==> config.mk <==
export PLATFORM = sky130hd
export DESIGN_NAME = pc_format_recognizer
export DESIGN_NICKNAME = d
export VERILOG_FILES = /design/src/rtl/pc_pkg.sv /design/src/rtl/pc_char_class.sv /design/src/rtl/pc_pos_counter.sv /design/src/rtl/pc_phase_fsm.sv /design/src/rtl/pc_format_recognizer.sv
export SDC_FILE = /design/constraint.sdc
export NUM_CORES = 1
export LEC_CHECK = 0
export ABC_AREA = 1
export BUFFER_PORTS_ARGS = -buffer_cell sky130_fd_sc_hd__buf_2
export CORE_MARGIN = 1
export CORE_UTILIZATION = 45
export CTS_BUF_LIST = sky130_fd_sc_hd__clkbuf_2 sky130_fd_sc_hd__clkbuf_4 sky130_fd_sc_hd__clkbuf_8
export DETAILED_ROUTE_END_ITERATION = 7
export PLACE_DENSITY_LB_ADDON = 0.1
export SYNTH_ARGS = -nofsm -noshare
export SYNTH_HDL_FRONTEND = slang
export SYNTH_SLANG_ARGS = --single-unit
==> constraint.sdc <==
create_clock -name clk -period 3.43 [get_ports clk]
set_input_delay 0.1715 -clock clk [delete_from_list [all_inputs] [get_ports clk]]
set_output_delay 0.1715 -clock clk [all_outputs]
set_load 0.03 [all_outputs]
==> src/rtl/pc_pkg.sv <==
package pc_pkg;
  localparam logic [7:0] DIGIT_LO  = 8'h30;
  localparam logic [7:0] DIGIT_HI  = 8'h39;
  localparam logic [7:0] UPPER_LO  = 8'h41;
  localparam logic [7:0] UPPER_HI  = 8'h5A;

  typedef enum logic [1:0] {
    CC_DIGIT,
    CC_UPPER,
    CC_SEP,
    CC_OTHER
  } char_class_e;

  typedef enum logic [2:0] {
    PH_IDLE,
    PH_NUMBER,
    PH_GAP,
    PH_LETTER,
    PH_TAIL,
    PH_FAULT
  } phase_e;
endpackage

==> src/rtl/pc_char_class.sv <==
module pc_char_class
  import pc_pkg::*;
#(
  parameter int          DATA_W   = 8,
  parameter logic [7:0]  SEP_CHAR = 8'h20
) (
  input  logic [DATA_W-1:0] ch,
  output char_class_e       cls
);
  always_comb begin
    if (ch >= DATA_W'(DIGIT_LO) && ch <= DATA_W'(DIGIT_HI))
      cls = CC_DIGIT;
    else if (ch >= DATA_W'(UPPER_LO) && ch <= DATA_W'(UPPER_HI))
      cls = CC_UPPER;
    else if (ch == DATA_W'(SEP_CHAR))
      cls = CC_SEP;
    else
      cls = CC_OTHER;
  end
endmodule

==> src/rtl/pc_pos_counter.sv <==
module pc_pos_counter #(
  parameter int CW = 3
) (
  input  logic          clk,
  input  logic          rst,
  input  logic          clr,
  input  logic          inc,
  output logic [CW-1:0] pos
);
  always_ff @(posedge clk) begin
    if (rst)
      pos <= '0;
    else if (clr)
      pos <= CW'(inc);
    else if (inc)
      pos <= pos + CW'(1);
  end
endmodule

==> src/rtl/pc_phase_fsm.sv <==
module pc_phase_fsm
  import pc_pkg::*;
#(
  parameter int DIGITS  = 4,
  parameter int LETTERS = 2,
  parameter int CW      = 3
) (
  input  logic          clk,
  input  logic          rst,
  input  logic          take,
  input  logic          sos,
  input  logic          eos,
  input  char_class_e   cls,
  input  logic [CW-1:0] pos,
  output logic          cnt_clr,
  output logic          cnt_inc,
  output logic          busy,
  output logic          verdict_valid,
  output logic          verdict_ok
);
  localparam logic [CW-1:0] LAST_DIGIT  = CW'(DIGITS - 1);
  localparam logic [CW-1:0] LAST_LETTER = CW'(LETTERS - 1);

  phase_e        cur, eff, settled, nxt;
  logic [CW-1:0] use_pos;
  logic          live;

  always_comb begin
    live    = take && (sos || cur != PH_IDLE);
    eff     = (take && sos) ? PH_NUMBER : cur;
    use_pos = (take && sos) ? '0 : pos;
    settled = cur;
    cnt_clr = take && sos;
    cnt_inc = 1'b0;
    if (live) begin
      case (eff)
        PH_NUMBER: begin
          if (cls != CC_DIGIT) begin
            settled = PH_FAULT;
          end else if (use_pos == LAST_DIGIT) begin
            settled = PH_GAP;
            cnt_clr = 1'b1;
          end else begin
            settled = PH_NUMBER;
            cnt_inc = 1'b1;
          end
        end
        PH_GAP: begin
          if (cls == CC_SEP) begin
            settled = PH_LETTER;
            cnt_clr = 1'b1;
          end else begin
            settled = PH_FAULT;
          end
        end
        PH_LETTER: begin
          if (cls != CC_UPPER) begin
            settled = PH_FAULT;
          end else if (use_pos == LAST_LETTER) begin
            settled = PH_TAIL;
            cnt_clr = 1'b1;
          end else begin
            settled = PH_LETTER;
            cnt_inc = 1'b1;
          end
        end
        default: settled = PH_FAULT;
      endcase
    end
    nxt = (live && eos) ? PH_IDLE : settled;
  end

  always_ff @(posedge clk) begin
    if (rst) begin
      cur           <= PH_IDLE;
      verdict_valid <= 1'b0;
      verdict_ok    <= 1'b0;
    end else begin
      cur           <= nxt;
      verdict_valid <= live && eos;
      verdict_ok    <= live && eos && (settled == PH_TAIL);
    end
  end

  assign busy = (cur != PH_IDLE);
endmodule

==> src/rtl/pc_format_recognizer.sv <==
module pc_format_recognizer
  import pc_pkg::*;
#(
  parameter int         DATA_W   = 8,
  parameter int         DIGITS   = 4,
  parameter int         LETTERS  = 2,
  parameter logic [7:0] SEP_CHAR = 8'h20
) (
  input  logic              clk,
  input  logic              rst,
  input  logic              in_valid,
  output logic              in_ready,
  input  logic [DATA_W-1:0] in_data,
  input  logic              in_sos,
  input  logic              in_eos,
  output logic              result_valid,
  output logic              result_accept
);
  localparam int LONGEST = (DIGITS > LETTERS) ? DIGITS : LETTERS;
  localparam int CW      = $clog2(LONGEST + 1);

  char_class_e   cls;
  logic [CW-1:0] pos;
  logic          cnt_clr, cnt_inc, take, str_active;

  assign in_ready = ~result_valid;
  assign take     = in_valid & in_ready;

  pc_char_class #(.DATA_W(DATA_W), .SEP_CHAR(SEP_CHAR)) u_class (
    .ch (in_data),
    .cls(cls)
  );

  pc_pos_counter #(.CW(CW)) u_pos (
    .clk(clk),
    .rst(rst),
    .clr(cnt_clr),
    .inc(cnt_inc),
    .pos(pos)
  );

  pc_phase_fsm #(.DIGITS(DIGITS), .LETTERS(LETTERS), .CW(CW)) u_fsm (
    .clk          (clk),
    .rst          (rst),
    .take         (take),
    .sos          (in_sos),
    .eos          (in_eos),
    .cls          (cls),
    .pos          (pos),
    .cnt_clr      (cnt_clr),
    .cnt_inc      (cnt_inc),
    .busy         (str_active),
    .verdict_valid(result_valid),
    .verdict_ok   (result_accept)
  );
endmodule

==> metrics.yaml, run 1 <==
timing:
  fmax_mhz: 693
  drv_slew: 0
  hold_violations: 0
  slew_headroom_pct: 75.1
  clock-skew-final_ps: 2.46
  setup-violations-final: 0
  worst_slew_pin_slew_ps: 369
  post-route-min-period_ps: 1440
  rsz0062_at_grt: "no"
  period_share_pct: 42.0
  finalSetupTns_ps: 0
grt:
  overflow: 0
  grt_max_degree: 10
  grt_usage_pct: 19.4
  grt_pass1_wl_mm: 2.10
  grt_pass1_vias: 544
  antenna_found_initial: 0
setup_path:
  cp_cell_sequence: "inv_2, nand2_2, inv_2, a31oi_4, inv_2, o21ai_0, a21oi_1"
  cp_data_arrival_time_ps: 1570
  end_kind: "register"
  critPathKind: "register to register"
  r2r_cells: 7
  crit_path_start_kind: "register"
  cp_common_cell: "inv_2"
  crit_path_max_incr_delay_ps: 390
  cp.required_ps: 3550
  crit_fanout: 9
  slowest_stage: "dfxtp_1"
clock_tree:
  numCtsBuffers: 3
  cts_resized: 0
  cts-hold-fix-buffers: 0
  insertion_delay_ps: 250
  h-tree-depth: 1
  cts_buffer_depth: 2
  cts-root-buf: "clkbuf_4"
  cts.clk_slew.worst_paths_ps: 50
  cts_tree: "done"
  cts_sinks: 8
  cts_setup_buffers: 0
synth:
  syn_avg_cell_area_um2: 6.28
  synth_ff_type: "dfxtp_1"
  yosys.cell_types.count: 21
  ys_warn_count: 0
  synth_largest_area_cell: "dfxtp_1"
  ys_seq_elements: 8
  yosysSeqAreaShare_pct: 23.2
  ys_top_cells_by_area: "dfxtp_1, nand2_1, nor2_1, inv_1, nand3_2"
  synthesis.nets: 124
  synth_cells: 110
  yosys.area.top_type_share_pct: 23.2
  synth_most_common_cell: "nand2_1"
  syn_area_um2: 691
  async_reset_ff_share_pct: 0
  synth_edf_count: 0
  synth_commonest_cells: "nand2_1, nor2_1, inv_1, dfxtp_1"
place:
  port_buffers: 15
  hpwl_mm: 1.11
  place_congestion: 0.768
pwr:
  combPwrFrac_pct: 23.5
  switchingPower_w: 0.0000676
  p_per_area_mw_per_mm2: 276
  p_sw_share_pct: 30.4
  p_clk_share_pct: 32.3
  ir_drop_v: 0.000176
  p_total_w: 0.000223
  leakage_nw: 0.401
  internal_power_w: 0.000155
  seq_power_share_pct: 44.2
cells_and_area:
  multi_input_area_um2: 452
  nets: 144
  nFillCells: 135
  diodes: 0
  areaGrowthSynthToFinish_pct: 16.8
  drive_gt1_share_pct: 32.0
  regArea_um2: 160
route:
  drc_errors: 0
  wl_mm: 1.29
  drtAntennaViolNets: 0
  first_iter_violations: 6
  via_count: 681
  wl_per_cell_um: 9.03
  avgViaCountPerCell: 4.76
  dr.pass1.iters: 4
floorplanning:
  die-area_mm2: 0.00170
  die_w_um: 41.2
  ioPinCount: 16
  fp.dieH_um: 41.2
  initial_core_util_pct: 50.5
  core_mm2: 0.00137
  core.rowCount: 13
min_path:
  hold_path_class: "input pin to register"
  holdPathStages: 2
outcome:
  run_status: "finished clean"
flow_run:
  maxCapViolations: 0
[per-stage QoR]
| step | utilization (%) | cells | instance area (um2) | setup WS (ps) | hold WS, ps |
|---|---|---|---|---|---|
| finish | 59.1 | 143 | 807 | 1990 | 123 |
| global route | 59.1 | 143 | 807 | 1850 | 117 |
| detailed placement | 57.4 | 140 | 785 | 2020 | 387 |
| CTS | 59.1 | 143 | 807 | 1990 | 113 |
| floorplan | - | 110 | 691 | 1850 | 243 |
| global placement | 57.4 | 140 | 785 | 2030 | 384 |
[cells in the final DEF (no fill, tap or decap), drive strengths merged]
master	instances
a21oi	3
a31oi	1
buf	15
clkbuf	3
dfxtp	8
ha	1
inv	21
nand2	31
nand3	9
nor2	23
nor3	1
nor3b	1
o211ai	3
o21ai	7
xnor2	1
[worst paths after layout]
check / startpoint / to / slack, ps
max: u_fsm.cur[2] / u_fsm.cur[0] / 1990
min: rst / u_pos.pos[0] / 120
max reg2reg: u_fsm.cur[2] / u_fsm.cur[0] / 1990
min reg2reg: u_fsm.cur[1] / u_fsm.cur[1] / 480
[layer usage]
metal	global-route usage (%)	vias up	routed length, um
met4	9.68	0	21
met2	30.5	14	560
met3	4.89	4	51
li1	-	379	-
met5	0	-	0
met1	24.2	284	658
[sequential cells by signal, indices dropped and copies added (netlist names)]
| name | count |
|---|---|
| u_fsm.cur | 3 |
| u_fsm.verdict_valid | 1 |
| u_fsm.verdict_ok | 1 |
| u_pos.pos | 3 |
[layout make-up]
type | instances | area share (%)
Sequential cell | 8 | 19.8
Inverter | 21 | 9.77
Tap cell | 15 | 2.33
Multi-Input combinational cell | 81 | 56.0
Timing Repair Buffer | 15 | 9.30
Clock buffer | 3 | 2.79
[worst max-delay path: cells and delay by family, from the launching register on]
family,cells,cell delay [ps]
DFF,1,390
AOI/OAI and AO/OA,3,670
and+or+nand+nor,1,80
buffers and inverters,3,160
[logic make-up (layout without fill, tap and decap cells)]
family,Yosys count,count (layout),share of synthesized area [%]
AOI/OAI and AO/OA,14,14,14.1
xor gates and xnor gates,1,1,1.27
adders and majority gates,1,1,1.81
buffers and inverters,21,39,11.4
DFF,8,8,23.2
and+or+nand+nor,65,65,48.2
[power by group through the flow]
| stage | Clock [W] | Sequential, W | Combinational, W |
|---|---|---|---|
| 6_report | 0.0000719 | 0.0000983 | 0.0000524 |
| 4_1_cts | 0.0000752 | 0.0000983 | 0.0000528 |
| 3_3_place_gp | 0 | 0.000100 | 0.0000519 |
| 2_1_floorplan | 0 | 0.000101 | 0.0000351 |
| 3_5_place_dp | 0 | 0.000100 | 0.0000525 |
| 5_1_grt | 0.0000805 | 0.0000986 | 0.0000596 |
Power figures use the tool's default switching activity.
==> run 2, diff against run 1 <==
clock period = 1.35 ns   (was 3.43 ns; I/O delays follow)
==> metrics.yaml, run 2 (synthesized netlist as in run 1, its figures left out) <==
setup_path:
  crit_path_start_kind: "register"  # unchanged
  critPathKind: "register to register"  # unchanged
  cp.required_ps: 1490  # was 3550 ps
  crit_fanout: 4  # was 9
  end_kind: "register"  # unchanged
  cp_data_arrival_time_ps: 1490  # was 1570 ps
  r2r_slack_ps: 2  # was 1990 ps
grt:
  grt_pass1_vias: 529  # was 544
  grt_pass1_wl_mm: 2.19  # was 2.10 mm
  use_met2_pct: 29.3  # was 30.5%
  met1_usage_pct: 27.5  # was 24.2%
  grt_max_degree: 6  # was 10
  grt_busiest_layer: "met2"  # unchanged
  overflow: 0  # unchanged
  use_met3_pct: 3.26  # was 4.89%
  grt_usage_pct: 20.2  # was 19.4%
  antenna_found_initial: 0  # unchanged
floorplanning:
  core_mm2: 0.00137  # unchanged
  fp.dieH_um: 41.2  # unchanged
  die_w_um: 41.2  # unchanged
  ioPinCount: 16  # unchanged
  initial_core_util_pct: 50.5  # unchanged
  core.rowCount: 13  # unchanged
  die-area_mm2: 0.00170  # unchanged
cells_and_area:
  fin_area_um2: 960  # was 807 um2
  final_common_cell: "nand2_1"  # unchanged
  areaGrowthSynthToFinish_pct: 38.9  # was 16.8%
  reg_top3: "u_fsm.cur: 3 flops, u_pos.pos: 3 flops"  # unchanged
  fin_cells: 155  # was 143
  diodes: 0  # unchanged
  nets: 155  # was 144
  drive_gt1_share_pct: 49.3  # was 32.0%
  final_cell_mix: "nand2_1, buf_2, nor2_1"  # was nand2_1, nor2_1, inv_1
route:
  wl_per_cell_um: 9.31  # was 9.03 um
  drtAntennaViolNets: 0  # unchanged
  wl_mm: 1.44  # was 1.29 mm
  first_iter_violations: 11  # was 6
  avgViaCountPerCell: 4.62  # was 4.76
  dr.pass1.iters: 4  # unchanged
  via_count: 716  # was 681
  drc_errors: 0  # unchanged
timing:
  period_share_pct: 99.9  # was 42.0%
  fmax_mhz: 742  # was 693 MHz
  finalHoldWorstSlack_ps: 25.2  # was 123 ps
  rsz0062_at_grt: "yes"  # was no
  post-route-min-period_ps: 1350  # was 1440 ps
  clock-skew-final_ps: 6.01  # was 2.46 ps
  setup-violations-final: 0  # unchanged
  drv_slew: 0  # unchanged
  worst_slew_pin_slew_ps: 249  # was 369 ps
  finalSetupTns_ps: 0  # unchanged
  hold_violations: 0  # unchanged
  slew_headroom_pct: 83.4  # was 75.1%
clock_tree:
  cts_buffer_depth: 2  # unchanged
  cts_sinks: 8  # unchanged
  insertion_delay_ps: 250  # about the same
  cts-hold-fix-buffers: 0  # unchanged
  cts.clk_slew.worst_paths_ps: 60  # was 50 ps
  cts_tree: "done"  # unchanged
  numCtsBuffers: 3  # unchanged
  h-tree-depth: 1  # unchanged
  cts-root-buf: "clkbuf_4"  # unchanged
outcome:
  run_status: "finished clean"  # unchanged
pwr:
  leakage_nw: 0.472  # was 0.401 nW
  p_per_area_mw_per_mm2: 678  # was 276 mW/mm2
  ir_drop_v: 0.000637  # was 0.000176 V
place:
  placed_area_um2: 861  # was 785 um2
  port_buffers: 15  # unchanged
  hpwl_mm: 1.23  # was 1.11 mm
  post-place-cells: 149  # was 140
  place_congestion: 0.728  # was 0.768
flow_run:
  maxCapViolations: 0  # unchanged
min_path:
  hold_path_class: "input pin to register"  # unchanged
-- run 2: per-stage QoR --
stage / total power (W) / setup WS [ps] / util [%]
detailed placement: 0.000409 / -43.3 / 63.0
floorplan: 0.000347 / 11.5 / -
global placement: 0.000406 / -26.6 / 63.0
CTS: 0.000648 / -27.1 / 68.4
finish: 0.000650 / 1.89 / 70.2
global route: 0.000688 / -136 / 70.2
-- run 2: power by group --
part           total (W)  internal, W  switching (W)  leakage, nW
logic           0.000184    0.0000817       0.000103        0.387
clock network   0.000216     0.000133      0.0000825       0.0184
registers       0.000250     0.000243     0.00000684       0.0665
total           0.000650     0.000458       0.000192        0.472
-- run 2: routing by layer --
layer / vias up / wire [um]
li1: 407 / -
met1: 295 / 766
met2: 12 / 629
met3: 2 / 34
met4: 0 / 14
met5: - / 0
-- run 2: worst paths after layout --
path,startpoint,to,cells after the start
max reg2reg,u_fsm.verdict_valid,u_pos.pos[0],12
min reg2reg,u_fsm.cur[1],u_fsm.cur[1],2
min,rst,u_pos.pos[0],2
max,u_fsm.verdict_valid,u_pos.pos[0],12
-- run 2: cell type report --
| type | instances | area [um2] |
|---|---|---|
| multi-input combinational | 81 | 490 |
| fill | 127 | 407 |
| timing repair buffer | 26 | 170 |
| sequential | 8 | 166 |
| inverter | 21 | 83.8 |
| clock buffer | 4 | 30.0 |
| tap | 15 | 18.8 |
-- run 2: worst max-delay path, stage by stage, from the launching register on --
cell and delay, ps:
dfxtp_4 360, inv_6 60, nand3_4 110, nand2_4 120
nor2_4 40, nor2_1 90, nand2_1 70, nand2_1 80
nand2_2 70, inv_2 70, nand3_1 70, nand2_1 60
nor2_1 30
-- run 2: repair_timing --
item,in CTS,in global routing
setup endpoints to repair,5,7
buffers inserted,2,0
pin swaps,4,7
resized for setup,7,13
==> run 3, diff against run 2 <==
CAP_MARGIN = 20   (was default)
REMOVE_ABC_BUFFERS = 1   (was default)
clock period = 1.3 ns   (was 1.35 ns; I/O delays follow)
==> metrics.yaml, run 3 (synthesized netlist as in run 1, its figures left out) <==
min_path:
  hp-start: "rst"  # unchanged
  hold_path_class: "input pin to register"  # unchanged
  min_to: "u_pos.pos[0]"  # unchanged
  holdPathStages: 2  # unchanged
clock_tree:
  insertion_delay_ps: 260  # was 250 ps
  cts_buffer_depth: 2  # unchanged
  cts.clk_slew.worst_paths_ps: 60  # about the same
  cts_tree: "done"  # unchanged
  h-tree-depth: 1  # unchanged
  cts-root-buf: "clkbuf_4"  # unchanged
  numCtsBuffers: 3  # unchanged
  cts_sinks: 8  # unchanged
timing:
  hold_violations: 0  # unchanged
  drv_slew: 0  # unchanged
  post-route-min-period_ps: 1420  # was 1350 ps
  fin_ws_ps: -124  # was 1.89 ps
  setup-violations-final: 5  # was 0
  worst_slew_pin_slew_ps: 246  # was 249 ps
  period_share_pct: 110  # was 99.9%
  rsz0062_at_grt: "yes"  # unchanged
  clock-skew-final_ps: 1.45  # was 6.01 ps
  slew_headroom_pct: 83.5  # was 83.4%
  fmax_mhz: 702  # was 742 MHz
  finalSetupTns_ps: -354  # was 0 ps
route:
  wl_mm: 1.82  # was 1.44 mm
  via_count: 814  # was 716
  dr.pass1.iters: 4  # unchanged
  drtAntennaViolNets: 0  # unchanged
  first_iter_violations: 26  # was 11
  drc_errors: 0  # unchanged
  wl_per_cell_um: 11.5  # was 9.31 um
  avgViaCountPerCell: 5.15  # was 4.62
floorplanning:
  core.rowCount: 13  # unchanged
  die-area_mm2: 0.00170  # unchanged
  core_mm2: 0.00137  # unchanged
  initial_core_util_pct: 50.5  # unchanged
  die_w_um: 41.2  # unchanged
  fp.dieH_um: 41.2  # unchanged
  ioPinCount: 16  # unchanged
outcome:
  run_status: "finished, violations left"  # was finished clean
  violations: "setup timing"
setup_path:
  r2r_slack_ps: -120  # was 2 ps
  crit_fanout: 3  # was 4
  cp_data_arrival_time_ps: 1620  # was 1490 ps
  worstSetupStartpoint: "u_fsm.cur[0]"  # was u_fsm.verdict_valid
  end_kind: "register"  # unchanged
  critPathKind: "register to register"  # unchanged
  r2r-start: "u_fsm.cur[0]"  # was u_fsm.verdict_valid
  cp.required_ps: 1490  # about the same
  r2r_cells: 12  # unchanged
  crit_path_start_kind: "register"  # unchanged
  rr_endpoint: "u_pos.pos[0]"  # unchanged
cells_and_area:
  areaGrowthSynthToFinish_pct: 47.1  # was 38.9%
  final_cell_mix: "nand2_1, buf_2, buf_4"  # was nand2_1, buf_2, nor2_1
  diodes: 0  # unchanged
  final_common_cell: "nand2_1"  # unchanged
  fin_cells: 158  # was 155
  post-route-util_pct: 74.4  # was 70.2%
  nets: 159  # was 155
  nFillCells: 114  # was 127
  drive_gt1_share_pct: 53.8  # was 49.3%
  reg_top3: "u_fsm.cur: 3 flops, u_pos.pos: 3 flops"  # unchanged
place:
  place_congestion: 0.762  # was 0.728
  post-place-cells: 149  # unchanged
  port_buffers: 15  # unchanged
  hpwl_mm: 1.23  # about the same
grt:
  overflow: 0  # unchanged
  antenna_found_initial: 0  # unchanged
  grt_pass1_wl_mm: 2.65  # was 2.19 mm
  grt_pass1_vias: 697  # was 529
  grt_usage_pct: 24.0  # was 20.2%
  grt_max_degree: 7  # was 6
pwr:
  internal_power_w: 0.000449  # was 0.000458 W
  combPwrFrac_pct: 31.0  # was 28.4%
  p_sw_share_pct: 32.8  # was 29.5%
  seq_power_share_pct: 39.5  # was 38.5%
  p_clk_share_pct: 29.5  # was 33.2%
  leakage_nw: 0.502  # was 0.472 nW
  p_per_area_mw_per_mm2: 658  # was 678 mW/mm2
  switchingPower_w: 0.000219  # was 0.000192 W
  ir_drop_v: 0.000417  # was 0.000637 V
flow_run:
  maxCapViolations: 0  # unchanged
==> run 3: power by group through the flow <==
stage | Clock (W) | Combinational, W | Sequential [W]
after floorplan | 0 | 0.0000926 | 0.000267
after global placement | 0 | 0.000158 | 0.000263
after detailed placement | 0 | 0.000160 | 0.000264
after CTS | 0.000201 | 0.000182 | 0.000261
after global routing | 0.000213 | 0.000229 | 0.000264
final | 0.000197 | 0.000207 | 0.000264
==> run 3: critical path, cell delays in order, from the launching register on <==
cell and delay, ps:
dfxtp_1 350, inv_2 80, buf_4 140, buf_4 140
nand3_2 80, nand2_1 60, nor2_1 130, nand2_2 80
nand2_2 70, nand2_1 50, nand2_1 50, nand2_1 50
nor2_1 70
==> run 3: cell type report <==
| type | instances | area, um2 | share of cell area (%) |
|---|---|---|---|
| Inverter | 21 | 88.8 | 8.74 |
| Multi-Input combinational cell | 81 | 527 | 51.8 |
| Sequential cell | 8 | 168 | 16.5 |
| Clock buffer | 3 | 22.5 | 2.22 |
| Tap cell | 15 | 18.8 | 1.85 |
| Timing Repair Buffer | 30 | 191 | 18.8 |
==> run 3: per-layer routing <==
layer  GRT usage [%]  wire length (um)  up-vias
met2            40.2               915       26
met5               0                 0        -
li1                -                 -      409
met1            27.0               754      371
met3            7.61                87        8
met4            12.1                63        0
==> run 3: what timing repair did <==
action                                  4_1_cts  5_1_grt
gates resized for setup                      14       22
hold buffers                                  0        0
setup buffers                                 3        3
endpoints found under the setup margin        7        7
pin swaps                                    12       14
gates cloned                                  0        0
==> run 3: metrics by stage <==
step	setup WS, ps	power (W)	hold WS [ps]	cell area, um2
after global routing	-207	0.000706	22.9	1020
after detailed placement	-87.0	0.000425	286	852
after CTS	-61.2	0.000644	5.12	932
final	-124	0.000668	23.3	1020
after floorplan	-277	0.000360	137	691
after global placement	-93.0	0.000421	283	852
==> run 3: worst max-delay path by stage <==
stage	endpoint	slack [ps]	cells past startpoint
6_report	u_pos.pos[0]	-120	12
5_1_grt	u_pos.pos[0]	-210	13
4_1_cts	u_fsm.verdict_ok	-60	9
3_5_place_dp	u_fsm.verdict_ok	-90	9
3_3_place_gp	u_pos.pos[0]	-90	11
2_1_floorplan	u_pos.pos[0]	-280	13
